<file path="src/rtl/radio_cfg_pkg.sv">
// Package: shared types and helpers for the radio configuration sequencer.
// Assumes: callers pass non-negative amounts and a positive divisor.
package radio_cfg_pkg;

    // Sequencer phases, in the order they occur after reset.
    typedef enum logic [2:0] {
        PH_SLEEP  = 3'd0,
        PH_CFG    = 3'd1,
        PH_SHIFT  = 3'd2,
        PH_STROBE = 3'd3,
        PH_DONE   = 3'd4
    } phase_e;

    // Number of fixed words that follow the channel word in the base list.
    localparam int unsigned BASE_TAIL_N = 10;

    // Upper byte of the channel word: write flag with register address 0.
    localparam logic [7:0] CHAN_WORD_HI = 8'h80;

    // Bits per configuration word.
    localparam int unsigned WORD_BITS = 16;

    // Integer division rounded up.
    function automatic longint ceil_div(input longint num, input longint den);
        return (num + den - 64'sd1) / den;
    endfunction

    // Base-role words after the channel word; position 1 is sent first.
    function automatic logic [15:0] base_tail_word(input int unsigned pos);
        case (pos)
            1:       return 16'h811B;
            2:       return 16'h8503;
            3:       return 16'h86B0;
            4:       return 16'h8802;
            5:       return 16'h8E01;
            6:       return 16'h8FAA;
            7:       return 16'h8902;
            8:       return 16'h8AAA;
            9:       return 16'h9401;
            10:      return 16'hAC18;
            default: return 16'h0000;
        endcase
    endfunction

endpackage

</file>
<file path="src/rtl/rcs_phase_ctl.sv">
// Module: phase controller of the sequencer.
// Walks sleep -> configuration hold -> (shift, strobe) per word -> done.
// One shared counter times the sleep, configuration and strobe holds.
// Latches role and channel on leaving the configuration hold.
// Assumes: shift_last pulses for one cycle at the end of each word.
module rcs_phase_ctl
    import radio_cfg_pkg::*;
#(
    parameter int unsigned SLEEP_CYC = 42,
    parameter int unsigned CFG_CYC   = 63,
    parameter int unsigned STB_CYC   = 11,
    parameter int unsigned IDX_W     = 4
) (
    input  logic             clk,
    input  logic             rst_n,
    input  logic             role_in,
    input  logic [6:0]       chan_in,
    input  logic             shift_last,
    input  logic [IDX_W-1:0] last_idx,
    output phase_e           phase,
    output logic [IDX_W-1:0] word_idx,
    output logic             role_q,
    output logic [6:0]       chan_q
);

    localparam int unsigned MAX_A = (SLEEP_CYC > CFG_CYC) ? SLEEP_CYC : CFG_CYC;
    localparam int unsigned MAX_CYC = (MAX_A > STB_CYC) ? MAX_A : STB_CYC;
    localparam int unsigned CNT_W = $clog2(MAX_CYC + 1);

    logic [CNT_W-1:0] cnt;

    // Phase sequencing, hold timing, word index and input latching.
    always_ff @(posedge clk) begin
        if (!rst_n) begin
            phase    <= PH_SLEEP;
            cnt      <= '0;
            word_idx <= '0;
            role_q   <= 1'b0;
            chan_q   <= 7'd1;
        end else begin
            case (phase)
                PH_SLEEP: begin
                    if (cnt == CNT_W'(SLEEP_CYC - 1)) begin
                        phase <= PH_CFG;
                        cnt   <= '0;
                    end else begin
                        cnt <= cnt + 1'b1;
                    end
                end
                PH_CFG: begin
                    if (cnt == CNT_W'(CFG_CYC - 1)) begin
                        phase    <= PH_SHIFT;
                        cnt      <= '0;
                        word_idx <= '0;
                        role_q   <= role_in;
                        chan_q   <= (chan_in == 7'd0) ? 7'd1 : chan_in;
                    end else begin
                        cnt <= cnt + 1'b1;
                    end
                end
                PH_SHIFT: begin
                    if (shift_last) begin
                        phase <= PH_STROBE;
                        cnt   <= '0;
                    end
                end
                PH_STROBE: begin
                    if (cnt == CNT_W'(STB_CYC - 1)) begin
                        cnt <= '0;
                        if (word_idx == last_idx) begin
                            phase <= PH_DONE;
                        end else begin
                            word_idx <= word_idx + 1'b1;
                            phase    <= PH_SHIFT;
                        end
                    end else begin
                        cnt <= cnt + 1'b1;
                    end
                end
                default: begin
                    phase <= PH_DONE;
                end
            endcase
        end
    end

endmodule

</file>
<file path="src/rtl/rcs_word_sel.sv">
// Module: configuration word selector.
// Returns the word at a list position for the latched role and channel.
// Position 0 is the channel word; later positions come from the base
// constants or from the remote tail parameter (most significant word first).
// Assumes: word_idx never exceeds last_idx.
module rcs_word_sel
    import radio_cfg_pkg::*;
#(
    parameter int unsigned            REM_N    = 3,
    parameter logic [REM_N*16-1:0]    REM_TAIL = {16'h811B, 16'h8503, 16'h8802},
    parameter int unsigned            IDX_W    = 4
) (
    input  logic             role_q,
    input  logic [6:0]       chan_q,
    input  logic [IDX_W-1:0] word_idx,
    output logic [15:0]      word,
    output logic [IDX_W-1:0] last_idx
);

    logic [15:0] rem_words [REM_N];
    logic [15:0] rem_pick;

    // Split the remote tail parameter into words, leftmost first.
    for (genvar g = 0; g < REM_N; g++) begin : g_rem
        assign rem_words[g] = REM_TAIL[(REM_N-1-g)*16 +: 16];
    end

    // Pick the remote word for the current position.
    always_comb begin
        rem_pick = 16'h0000;
        for (int k = 0; k < REM_N; k++) begin
            if (word_idx == IDX_W'(k + 1)) rem_pick = rem_words[k];
        end
    end

    // Build the word for the current position and role.
    always_comb begin
        if (word_idx == '0) begin
            word = {CHAN_WORD_HI, 1'b0, chan_q};
        end else if (role_q) begin
            word = rem_pick;
        end else begin
            word = base_tail_word(32'(word_idx));
        end
    end

    // Final list position for the latched role.
    assign last_idx = role_q ? IDX_W'(REM_N) : IDX_W'(BASE_TAIL_N);

endmodule

</file>
<file path="src/rtl/rcs_shifter.sv">
// Module: serial word shifter.
// While enabled, sends word MSB first: each bit is SCLK_HALF cycles with the
// clock low, then SCLK_HALF cycles with it high. last marks the final cycle.
// Assumes: en stays high for a whole word and word is stable meanwhile.
module rcs_shifter
    import radio_cfg_pkg::*;
#(
    parameter int unsigned SCLK_HALF = 2
) (
    input  logic        clk,
    input  logic        rst_n,
    input  logic        en,
    input  logic [15:0] word,
    output logic        sclk,
    output logic        sdata,
    output logic        last
);

    localparam int unsigned PER_BIT = 2 * SCLK_HALF;
    localparam int unsigned SUB_W = (PER_BIT > 2) ? $clog2(PER_BIT) : 1;
    localparam int unsigned BIT_W = $clog2(WORD_BITS);

    logic [SUB_W-1:0] sub;
    logic [BIT_W-1:0] bit_i;

    // Advance the within-bit phase and the bit position while enabled.
    always_ff @(posedge clk) begin
        if (!rst_n || !en) begin
            sub   <= '0;
            bit_i <= '0;
        end else if (sub == SUB_W'(PER_BIT - 1)) begin
            sub   <= '0;
            bit_i <= bit_i + 1'b1;
        end else begin
            sub <= sub + 1'b1;
        end
    end

    assign sclk  = en && (sub >= SUB_W'(SCLK_HALF));
    assign sdata = en && word[BIT_W'(WORD_BITS - 1) - bit_i];
    assign last  = en && (bit_i == BIT_W'(WORD_BITS - 1)) && (sub == SUB_W'(PER_BIT - 1));

endmodule

</file>
<file path="src/rtl/radio_cfg_seq.sv">
// Module: radio power-up configuration sequencer (top).
// Drives the radio control lines through sleep and configuration holds,
// then writes the role-selected word list, each word closed by a CS strobe.
// Assumes: CLK_HZ is the frequency of clk; all hold times are rounded up.
module radio_cfg_seq
    import radio_cfg_pkg::*;
#(
    parameter int unsigned         CLK_HZ    = 100_000_000,
    parameter int unsigned         SLEEP_US  = 100_000,
    parameter int unsigned         CFG_US    = 120_000,
    parameter int unsigned         STROBE_NS = 5_000,
    parameter int unsigned         SCLK_HALF = 50,
    parameter int unsigned         REM_N     = 3,
    parameter logic [REM_N*16-1:0] REM_TAIL  = {16'h811B, 16'h8503, 16'h8802}
) (
    input  logic       clk,
    input  logic       rst_n,
    input  logic       role_remote,
    input  logic [6:0] channel,
    output logic       radio_pmode,
    output logic       radio_mode,
    output logic       radio_cs,
    output logic       ser_clk,
    output logic       ser_data,
    output logic       cfg_done
);

    localparam int unsigned SLEEP_CYC =
        int'(ceil_div(longint'(SLEEP_US) * longint'(CLK_HZ), 64'sd1_000_000));
    localparam int unsigned CFG_CYC =
        int'(ceil_div(longint'(CFG_US) * longint'(CLK_HZ), 64'sd1_000_000));
    localparam int unsigned STB_CYC =
        int'(ceil_div(longint'(STROBE_NS) * longint'(CLK_HZ), 64'sd1_000_000_000));
    localparam int unsigned MAX_IDX = (REM_N > BASE_TAIL_N) ? REM_N : BASE_TAIL_N;
    localparam int unsigned IDX_W = $clog2(MAX_IDX + 1);

    phase_e           phase;
    logic [IDX_W-1:0] word_idx;
    logic [IDX_W-1:0] last_idx;
    logic             role_q;
    logic [6:0]       chan_q;
    logic [15:0]      word;
    logic             shift_last;

    rcs_phase_ctl #(
        .SLEEP_CYC (SLEEP_CYC),
        .CFG_CYC   (CFG_CYC),
        .STB_CYC   (STB_CYC),
        .IDX_W     (IDX_W)
    ) u_ctl (
        .clk        (clk),
        .rst_n      (rst_n),
        .role_in    (role_remote),
        .chan_in    (channel),
        .shift_last (shift_last),
        .last_idx   (last_idx),
        .phase      (phase),
        .word_idx   (word_idx),
        .role_q     (role_q),
        .chan_q     (chan_q)
    );

    rcs_word_sel #(
        .REM_N    (REM_N),
        .REM_TAIL (REM_TAIL),
        .IDX_W    (IDX_W)
    ) u_sel (
        .role_q   (role_q),
        .chan_q   (chan_q),
        .word_idx (word_idx),
        .word     (word),
        .last_idx (last_idx)
    );

    rcs_shifter #(
        .SCLK_HALF (SCLK_HALF)
    ) u_shift (
        .clk   (clk),
        .rst_n (rst_n),
        .en    (phase == PH_SHIFT),
        .word  (word),
        .sclk  (ser_clk),
        .sdata (ser_data),
        .last  (shift_last)
    );

    // Decode the radio control lines from the current phase.
    always_comb begin
        radio_pmode = (phase != PH_SLEEP);
        radio_mode  = (phase == PH_SLEEP);
        radio_cs    = (phase != PH_SLEEP) && (phase != PH_STROBE);
        cfg_done    = (phase == PH_DONE);
    end

endmodule

</file>
<file path="config.mk">
export PLATFORM = sky130hd
export DESIGN_NAME = radio_cfg_seq
export DESIGN_NICKNAME = d
export VERILOG_FILES = /design/src/rtl/radio_cfg_pkg.sv /design/src/rtl/rcs_phase_ctl.sv /design/src/rtl/rcs_word_sel.sv /design/src/rtl/rcs_shifter.sv /design/src/rtl/radio_cfg_seq.sv
export SDC_FILE = /design/constraint.sdc
export NUM_CORES = 1
export LEC_CHECK = 0
export CORE_MARGIN = 5
export CORE_UTILIZATION = 40
export CTS_BUF_LIST = sky130_fd_sc_hd__clkbuf_8
export DETAILED_ROUTE_END_ITERATION = 6
export DONT_BUFFER_PORTS = 1
export PLACE_DENSITY = 0.54
export SLEW_MARGIN = 30
export SYNTH_ARGS = -nofsm -noshare
export SYNTH_HDL_FRONTEND = slang
export SYNTH_SLANG_ARGS = --single-unit
export TNS_END_PERCENT = 100
</file>
<file path="constraint.sdc">
create_clock -name clk -period 6.45 [get_ports clk]
set_input_delay 0.645 -clock clk [delete_from_list [all_inputs] [get_ports clk]]
set_output_delay 0.645 -clock clk [all_outputs]
set_load 0.03 [all_outputs]
</file>
==> results.txt, run 1 <==
CTS clk-pin slew, worst paths: 0.07 ns
Row count: 33
Clk pwr share: 0.525
Critical path's largest stage delay: 0.52 ns
Critical-path cell list: ha_1 -> nand4_1 -> nor4_1 -> a32o_1 -> nand3_1 -> nand3b_1 -> a21boi_0 -> inv_1 -> ha_1 -> inv_1 -> nor4_1 -> a221o_1
Cells after Synth: 397
I/O Buffers: 0
Initial antenna violation count: 0
Count of hold-fix buffers inserted at cts: 0
Area contributors post-synth: dfxtp_1 (36%), nor2_1 (6.0%), xor2_1 (4.9%), ha_1 (4.7%), mux2i_1 (4.1%)
Fin. Hold Viols: 0
Comb pwr share: 0.012
Hold Path Sink: u_ctl.chan_q[0]
Final TNS setup: 0 ns
First-pass GRT wire length: 12,800 µm
Layout cells sized above 1: 0.0781
Max-Cap Viols: 0
Height of the die: 103 µm
Clk_lat worst skew: 0.34 ns
Gr usage total: 0.154
Netlist cell types: 62
Number of synthesized flops with an enable pin: 0
Die area: 0.0105 mm²
Crit. End Element: flop
Grt peak-use layer: met2
Mapped Area: 0.00343 mm²
CTS H-tree depth: 3
GR Util met3: 0.0386
Dpl ws: 3.05 ns
Nets: 416
Critical path arrival: 3.65 ns
Status: finished, final reports clean
Core area: 0.00830 mm²
Met1 usage in global routing: 0.211
Post-DP HPWL: 5480 µm
FFs w/ async S/R, synth: 0
Clk buf depth: 2
Yosys top cell area share: 0.362
Slew Limit Fails: 0
Post-CTS Setup Inserts: 0
Pin count of the biggest net entering global routing: 20
Max Clock Skew: 0.0134 ns
Cts repair resizes: 0
Die width: 103 µm
Slew margin rel.: 0.419
Total nets after synthesis: 420
Final setup viols: 0
Period utilization: 0.530
Pwr Density: 222 mW/mm²
Req. time, crit path: 6.68 ns
Critical Path Start Type: flop
Flop pwr share: 0.463
Crit path max fanout: 6
Initial Util: 0.413
CTS sink count: 62
Main synth FF type: dfxtp_1
Vias in the first global route: 2,637
IO Count: 16
Pint: 675 µW
CTS tree: yes
DR iter-0 viols: 141
Unrepaired setup endpoints after global routing: false
CP max stage cell: a21boi_0
Total Wirelength: 7510 µm
Vias: 2,723
Met2 Usage GRT: 0.227
Synth area leader: dfxtp_1
FF-to-FF path depth: 12
Antenna diodes: 0
Drt pass-1 iters: 4
Area Growth Syn to Fin: 9.63%
Max Clk Rate: 292 MHz
Worst-Margin Slew: 0.864 ns
Crit Path Category: reg2reg
Average wire per standard cell: 15.0 µm
List of most frequent post-synthesis cells: dfxtp_1 (62), nor2_1 (55), nand2_1 (32)
Setup ws final: 3.03 ns
Avg Cell Area, Syn: 8.64 µm²
WP buf/inv: 2
DRC: 0
Post-synthesis sequential area ratio: 0.362
Peak VDD IR: 0.000110 V
Top-count cell post-synth: dfxtp_1
Leak: 1.28 nW
Hold path depth: 1
Clk Tree Root Cell: clkbuf_8
Tmin final: 3.42 ns
Total CTS buffers: 9
R2R setup slack: 3.03 ns
Antenna-violating nets left: 0
Ys Warns: 0
DR vias/cell: 5.42
Sw power: 160 µW
Min-delay src: rst_n
GR Overflow Total: 0
Worst r2r src: u_ctl.cnt[0]
FF+latch count, synth: 62
HP Class: in2reg
CP delay by family, top: simple AND/OR/NAND/NOR gates
Sw frac: 0.192
GPL Wtd Cong: 0.927
[cells by family (layout without fill, tap and decap cells)]
kind of cell | Yosys count | count (layout) | share of synthesized area
adders and majority gates | 13 | 13 | 0.0474
and+or+nand+nor | 187 | 187 | 0.299
xor gates and xnor gates | 35 | 35 | 0.0916
muxes | 15 | 15 | 0.0442
buffers and inverters | 28 | 28 | 0.0328
DFF | 62 | 62 | 0.362
AOI/OAI and AO/OA | 57 | 57 | 0.123
[layer usage]
metal / vias up / part of all wire
met5: - / 0
met4: 0 / 0.027
met3: 15 / 0.037
met2: 40 / 0.44
met1: 1270 / 0.50
li1: 1398 / -
[worst max-delay path by stage]
stage                            start    to  slack [ns]  cells after the start
after floorplan           u_ctl.cnt[0]  flop        3.52                     12
after global placement    u_ctl.cnt[0]  flop        3.22                     12
after detailed placement  u_ctl.cnt[0]  flop        3.05                     12
after CTS                 u_ctl.cnt[0]  flop        3.04                     12
after global routing      u_ctl.cnt[0]  flop        2.68                     12
final                     u_ctl.cnt[0]  flop        3.03                     12
[placed cells by master (no fill, tap or decap), drive strengths merged, types with 3 or more instances in the layout]
master,instances
a211oi,3
nor2,56
and3,10
o21ai,12
bufinv,3
and2,6
nor4b,4
a32o,3
inv,12
or3,4
nand2b,3
nand2,32
xor2,20
nor2b,12
nand3b,4
clkbuf,12
a21oi,9
dfxtp,62
nand3,17
nor3,4
nand4,12
ha,13
nor4,7
mux2i,14
nor3b,4
a21o,3
o21a,4
o221ai,4
xnor2,15
[through the flow]
| stage | total power, mW | instance area, µm² | hold WS [ns] | cells | util |
|---|---|---|---|---|---|
| after floorplan | 0.404 | 3430 | 0.426 | 397 | - |
| after global placement | 0.405 | 3500 | 0.444 | 487 | 0.422 |
| after detailed placement | 0.405 | 3500 | 0.451 | 487 | 0.422 |
| after CTS | 0.846 | 3750 | 0.349 | 502 | 0.452 |
| after global routing | 0.866 | 3760 | 0.365 | 502 | 0.453 |
| final | 0.835 | 3760 | 0.369 | 502 | 0.453 |
[power groups by stage]
stage	sequential, mW	combinational (mW)	clock (mW)
after floorplan	0.394	0.00940	0
after global placement	0.395	0.0100	0
after detailed placement	0.395	0.0103	0
after CTS	0.386	0.0103	0.450
after global routing	0.386	0.0115	0.468
final	0.386	0.00995	0.439
[cell type report]
class | count | area [µm²]
clock inverters | 3 | 90.1
multi-input cells | 307 | 2080
inverters | 12 | 45.0
fillers | 831 | 4540
repair buffers | 1 | 7.51
clock buffers | 12 | 165
well taps | 105 | 131
flip-flops and latches | 62 | 1240
[worst reg2reg max path, cell delays in order (launching register included)]
cell and delay, ns:
dfxtp_1 0.39, ha_1 0.27, nand4_1 0.21, nor4_1 0.41, a32o_1 0.29, nand3_1 0.19, nand3b_1 0.23, a21boi_0 0.52
inv_1 0.14, ha_1 0.26, inv_1 0.08, nor4_1 0.05, a221o_1 0.28
Power figures use the tool's default switching activity.
==> run 2, diff against run 1 <==
==> constraint.sdc (replaced) <==
create_clock -name clk -period 3.49 [get_ports clk]
set_input_delay 0.349 -clock clk [delete_from_list [all_inputs] [get_ports clk]]
set_output_delay 0.349 -clock clk [all_outputs]
set_load 0.03 [all_outputs]
==> run 2 against run 1 <==
Critical path depth stayed put. Clock skew shrank 0.0034 ns. Cell area decreased by 0.53%. Cell count is 1.2% higher. Non-clock buffer count increased by 7. Power grew 57%. Clock power is 32% higher. Utilization is 0.24 points lower. First-iteration DRC count is 42% higher. Register-to-register slack worse by 2.7 ns. Clock-buffer cell count shrank 3. Global-route usage decreased by 0.20 points.
==> results.txt, run 2 (synthesized netlist as in run 1, its figures left out) <==
Status: finished, final reports clean
Worst-Margin Slew: 0.800 ns (-0.0633 ns)
Tmin final: 3.14 ns (-0.281 ns)
Fin area: 0.00374 mm² (-0.53%)
Hold_ws: 0.0829 ns (-0.286 ns)
Core area: 0.00830 mm² (unchanged)
Met2 Usage GRT: 0.234 (+0.00645)
I/O Buffers: 0 (unchanged)
Filler cells: 823 (-0.96%)
First-pass GRT wire length: 12,800 µm (+0.60%)
DR vias/cell: 5.47 (+0.92%)
Die area: 0.0105 mm² (unchanged)
Clk buf depth: 2 (unchanged)
Req. time, crit path: 3.71 ns (-2.97 ns)
Height of the die: 103 µm (unchanged)
Crit path max fanout: 6 (unchanged)
Area of the multi-input gates: 0.00208 mm² (+0.24%)
Cts repair resizes: 0 (unchanged)
Max Clk Rate: 319 MHz (+9.0%)
Slew Limit Fails: 0 (unchanged)
Gr usage total: 0.152 (-0.00196)
Area Growth Syn to Fin: 9.05%
Layout cells sized above 1: 0.0918 (+0.0137)
Dpl ws: 0.264 ns (-2.79 ns)
Vias: 2,781 (+2.1%)
Worst r2r src: u_ctl.cnt[0]
IO Count: 16 (unchanged)
CTS tree: yes
CTS sink count: 62 (unchanged)
Antenna diodes: 0 (unchanged)
HP Class: in2reg
Unrepaired setup endpoints after global routing: false
CTS H-tree depth: 3 (unchanged)
Critical-path cell list: ha_1 -> nand4_1 -> nor4_2 -> a32o_1 -> nand3_1 -> nand3b_1 -> a21boi_0 -> inv_1 -> ha_1 -> inv_1 -> nor4_1 -> a221o_1
Pin count of the biggest net entering global routing: 24 (+20%)
Critical path arrival: 3.36 ns (-0.29 ns)
Min-delay src: rst_n
Critical Path Start Type: flop
Initial antenna violation count: 0 (unchanged)
Non-filler instance count after layout: 508 (+1.2%)
FF/Latch Area: 0.00124 mm² (unchanged)
Average wire per standard cell: 14.8 µm (-1.2%)
Leak: 1.27 nW (-0.28%)
Pwr Density: 351 mW/mm² (+58%)
CTS clk-pin slew, worst paths: 0.07 ns (about the same)
Met1 usage in global routing: 0.205 (-0.00548)
Clk_lat worst skew: 0.33 ns (about the same)
Count of hold-fix buffers inserted at cts: 0 (unchanged)
Vias in the first global route: 2,698 (+2.3%)
Period utilization: 0.899 (+0.369)
Hold Path Sink: u_ctl.chan_q[0]
CP max stage cell: dfxtp_1
Total CTS buffers: 9 (unchanged)
Peak VDD IR: 0.000219 V (+100%)
Nets: 423 (+1.7%)
Hold path depth: 1 (unchanged)
Grt peak-use layer: met2
DR iter-0 viols: 200 (+42%)
Row count: 33 (unchanged)
Final TNS setup: 0 ns (unchanged)
Total Wirelength: 7500 µm (about the same)
Commonest non-fill, non-tap cell in the layout: dfxtp_1
Initial Util: 0.413 (unchanged)
DP Area: 0.00355 mm² (+1.5%)
Post-DP HPWL: 5560 µm (+1.4%)
Critical path's largest stage delay: 0.38 ns (-0.14 ns)
GR Util met3: 0.0440 (+0.00541)
Max-Cap Viols: 0 (unchanged)
Antenna-violating nets left: 0 (unchanged)
Post-CTS Setup Inserts: 0 (unchanged)
Crit. End Element: flop
R2R setup slack: 0.35 ns (-2.68 ns)
Setup ws final: 0.352 ns (-2.68 ns)
GR Overflow Total: 0 (unchanged)
Slew margin rel.: 0.465 (+0.0458)
Die width: 103 µm (unchanged)
Final setup viols: 0 (unchanged)
Cell count after placement: 494 (+1.4%)
Fin. Hold Viols: 0 (unchanged)
Commonest non-fill, non-tap cells in the layout: dfxtp_1 (62), nor2_1 (55), nand2_1 (32)
Clk Tree Root Cell: clkbuf_8
Crit Path Category: reg2reg
DRC: 0 (unchanged)
Drt pass-1 iters: 4 (unchanged)
GPL Wtd Cong: 0.909 (-1.9%)
FF-to-FF path depth: 12 (unchanged)
Max Clock Skew: 0.0100 ns (-0.00338 ns)
==> run 2: per-stage QoR <==
step	util	power [mW]
floorplan	-	0.746
global placement	0.428	0.749
detailed placement	0.428	0.749
CTS	0.449	1.34
global route	0.450	1.38
finish	0.450	1.31
==> run 2: layout make-up <==
cell class	instances	area share
sequential	62	0.332
tap	105	0.0351
multi-input combinational	307	0.557
inverter	12	0.0120
clock buffer	9	0.0331
clock inverter	5	0.0144
timing repair buffer	8	0.0161
==> run 2: worst max-delay path by stage <==
stage | slack, ns | startpoint | endpoint
final | 0.35 | u_ctl.cnt[0] | flop
after global routing | 0.08 | u_ctl.cnt[0] | flop
after CTS | 0.23 | u_ctl.cnt[0] | flop
after detailed placement | 0.26 | u_ctl.cnt[0] | flop
after global placement | 0.43 | u_ctl.cnt[0] | flop
after floorplan | 0.56 | u_ctl.cnt[0] | flop
==> run 2: per-layer routing <==
metal | vias to the layer above | part of all wire
li1 | 1408 | -
met1 | 1309 | 0.50
met2 | 49 | 0.44
met3 | 15 | 0.047
met4 | 0 | 0.020
met5 | - | 0
==> run 2: critical path: cells and delay by family (launching register included) <==
| family | cells | cell delay, ns |
|---|---|---|
| fa+ha+maj | 2 | 0.53 |
| buf+inv | 2 | 0.20 |
| flops | 1 | 0.38 |
| simple gates | 5 | 1.08 |
| compound gates | 3 | 0.81 |
==> run 2: report_power, final <==
| group | leakage (nW) | switching [mW] | internal, mW |
|---|---|---|---|
| Clock | 0.0884 | 0.262 | 0.318 |
| Combinational | 0.686 | 0.0107 | 0.00789 |
| Sequential | 0.500 | 0.00393 | 0.710 |
| Total | 1.27 | 0.277 | 1.04 |
==> run 3, diff against run 2 <==
--- a/config.mk
+++ b/config.mk
@@ -5,7 +5,7 @@
 export SDC_FILE = /design/constraint.sdc
 export NUM_CORES = 1
 export LEC_CHECK = 0
-export CORE_MARGIN = 5
+export CORE_MARGIN = 1.5
 export CORE_UTILIZATION = 40
 export CTS_BUF_LIST = sky130_fd_sc_hd__clkbuf_8
 export DETAILED_ROUTE_END_ITERATION = 6
==> run 3 against run 2 <==
Power grew 6.1%. Non-clock buffer count is the same. Routed wire length grew 1.2%. Critical path depth shrank 1. Clock power grew 14%.
==> results.txt, run 3 (synthesized netlist as in run 1, its figures left out) <==
Slew Limit Fails: 0 (unchanged)
Slew margin rel.: 0.479 (+0.0137)
Final setup viols: 0 (unchanged)
Row count: 33 (unchanged)
Critical Path Start Type: flop
Average wire per standard cell: 14.9 µm (+0.97%)
Tmin final: 3.23 ns (+0.0945 ns)
Clk_lat worst skew: 0.33 ns (about the same)
Area Growth Syn to Fin: 9.85%
Antenna diodes: 0 (unchanged)
Overall power: 1.39 mW (+6.1%)
Fin. Hold Viols: 0 (unchanged)
Critical path arrival: 3.43 ns (+0.07 ns)
Initial antenna violation count: 0 (unchanged)
Clk Tree Root Cell: clkbuf_8
Core area: 0.00826 mm² (-0.50%)
Hold_ws: 0.0932 ns (+0.0103 ns)
Leak: 1.29 nW (+1.1%)
DRC: 0 (unchanged)
Die area: 0.00914 mm² (-13%)
CTS sink count: 62 (unchanged)
Pwr Density: 370 mW/mm² (+5.3%)
Drt pass-1 iters: 4 (unchanged)
GPL Wtd Cong: 0.897 (-1.3%)
First-pass GRT wire length: 12,200 µm (-4.6%)
Crit. End Element: flop
Gr usage total: 0.173 (+0.0207)
Pin count of the biggest net entering global routing: 20 (-17%)
Min-delay src: rst_n
Antenna-violating nets left: 0 (unchanged)
Vias in the first global route: 2,577 (-4.5%)
Unrepaired setup endpoints after global routing: false
Post-CTS Setup Inserts: 0 (unchanged)
CTS clk-pin slew, worst paths: 0.07 ns (about the same)
Status: finished, final reports clean
Max Clk Rate: 309 MHz (-2.9%)
Area of the multi-input gates: 0.00208 mm² (-0.12%)
IO Count: 16 (unchanged)
Total Wirelength: 7590 µm (+1.2%)
Crit path launch: u_ctl.cnt[0]
Initial Util: 0.415 (+0.00207)
Vias: 2,805 (+0.86%)
Max Clock Skew: 0.0153 ns (+0.00530 ns)
Worst-Margin Slew: 0.780 ns (-0.0206 ns)
DR vias/cell: 5.51 (+0.66%)
Commonest non-fill, non-tap cells in the layout: dfxtp_1 (62), nor2_1 (55), nand2_1 (32)
HP Class: in2reg
Post-DP HPWL: 5450 µm (-1.9%)
Layout cells sized above 1: 0.0941 (+0.00225)
Period utilization: 0.926 (+0.0271)
Final TNS setup: 0 ns (unchanged)
Nets: 423 (unchanged)
Peak VDD IR: 0.000144 V (-34%)
Commonest non-fill, non-tap cell in the layout: dfxtp_1
DR iter-0 viols: 121 (-40%)
Worst r2r src: u_ctl.cnt[0]
FF/Latch Area: 0.00124 mm² (unchanged)
Filler cells: 810 (-1.6%)
Die width: 95.6 µm (-6.8%)
Max-Cap Viols: 0 (unchanged)
GR Overflow Total: 0 (unchanged)
Crit Path Category: reg2reg
Total CTS buffers: 9 (unchanged)
I/O Buffers: 0 (unchanged)
CTS H-tree depth: 3 (unchanged)
CTS tree: yes
Height of the die: 95.6 µm (-6.8%)
Req. time, crit path: 3.69 ns (-0.02 ns)
Clk buf depth: 2 (unchanged)
Crit path max fanout: 6 (unchanged)
[run 3: cell count changes in the layout (fill, tap and decap cells not counted), sizes merged]
cell | previous run | this run
clkbuf | 9 | 12
clkinvlp | 2 | 1
inv | 13 | 12
[run 3: area by class of cell]
class                   instances  area share
clock buffers                  12      0.0439
multi-input cells             307       0.552
flip-flops and latches         62       0.330
repair buffers                  8      0.0159
clock inverters                 3      0.0113
well taps                     105      0.0349
inverters                      12      0.0120
[run 3: report_power, final]
group	internal, mW	leakage [nW]	switching [mW]
logic	0.00868	0.685	0.0113
clock network	0.384	0.104	0.274
registers	0.710	0.500	0.00393
total	1.10	1.29	0.289
[run 3: final timing paths]
kind,to,cells after the start,slack [ns]
worst min register to register,u_shift.sub[0],1,0.46
worst max-delay path,flop,11,0.26
worst min-delay path,u_ctl.chan_q[0],1,0.09
worst max register to register,flop,11,0.26
[run 3: metal layers]
metal,vias up,part of all wire,GRT usage
met5,-,0,0
met4,0,0.011,0.0625
met3,10,0.037,0.0415
met2,57,0.45,0.270
met1,1329,0.51,0.231
li1,1409,-,-
[run 3: timing repair]
item	4_1_cts	5_1_grt
hold buffers	0	0
endpoints found under the setup margin	0	1
resized for setup	0	1
[run 3: stage by stage]
stage / util / setup slack, ns / cell area [µm²] / cells
after floorplan: - / 0.559 / 3430 / 397
after global placement: 0.430 / 0.431 / 3550 / 494
after detailed placement: 0.430 / 0.345 / 3550 / 494
after CTS: 0.455 / 0.320 / 3760 / 509
after global routing: 0.456 / 0.0561 / 3770 / 509
final: 0.456 / 0.257 / 3770 / 509
[run 3: worst max-delay path, stage by stage (launching register included)]
cell,delay [ns]
dfxtp_1,0.40
ha_1,0.28
nand4_1,0.22
nor4_2,0.38
a32o_1,0.29
nand3_1,0.20
mux2_2,0.35
nor2b_1,0.28
inv_1,0.14
ha_1,0.33
inv_1,0.10
o221ai_1,0.13
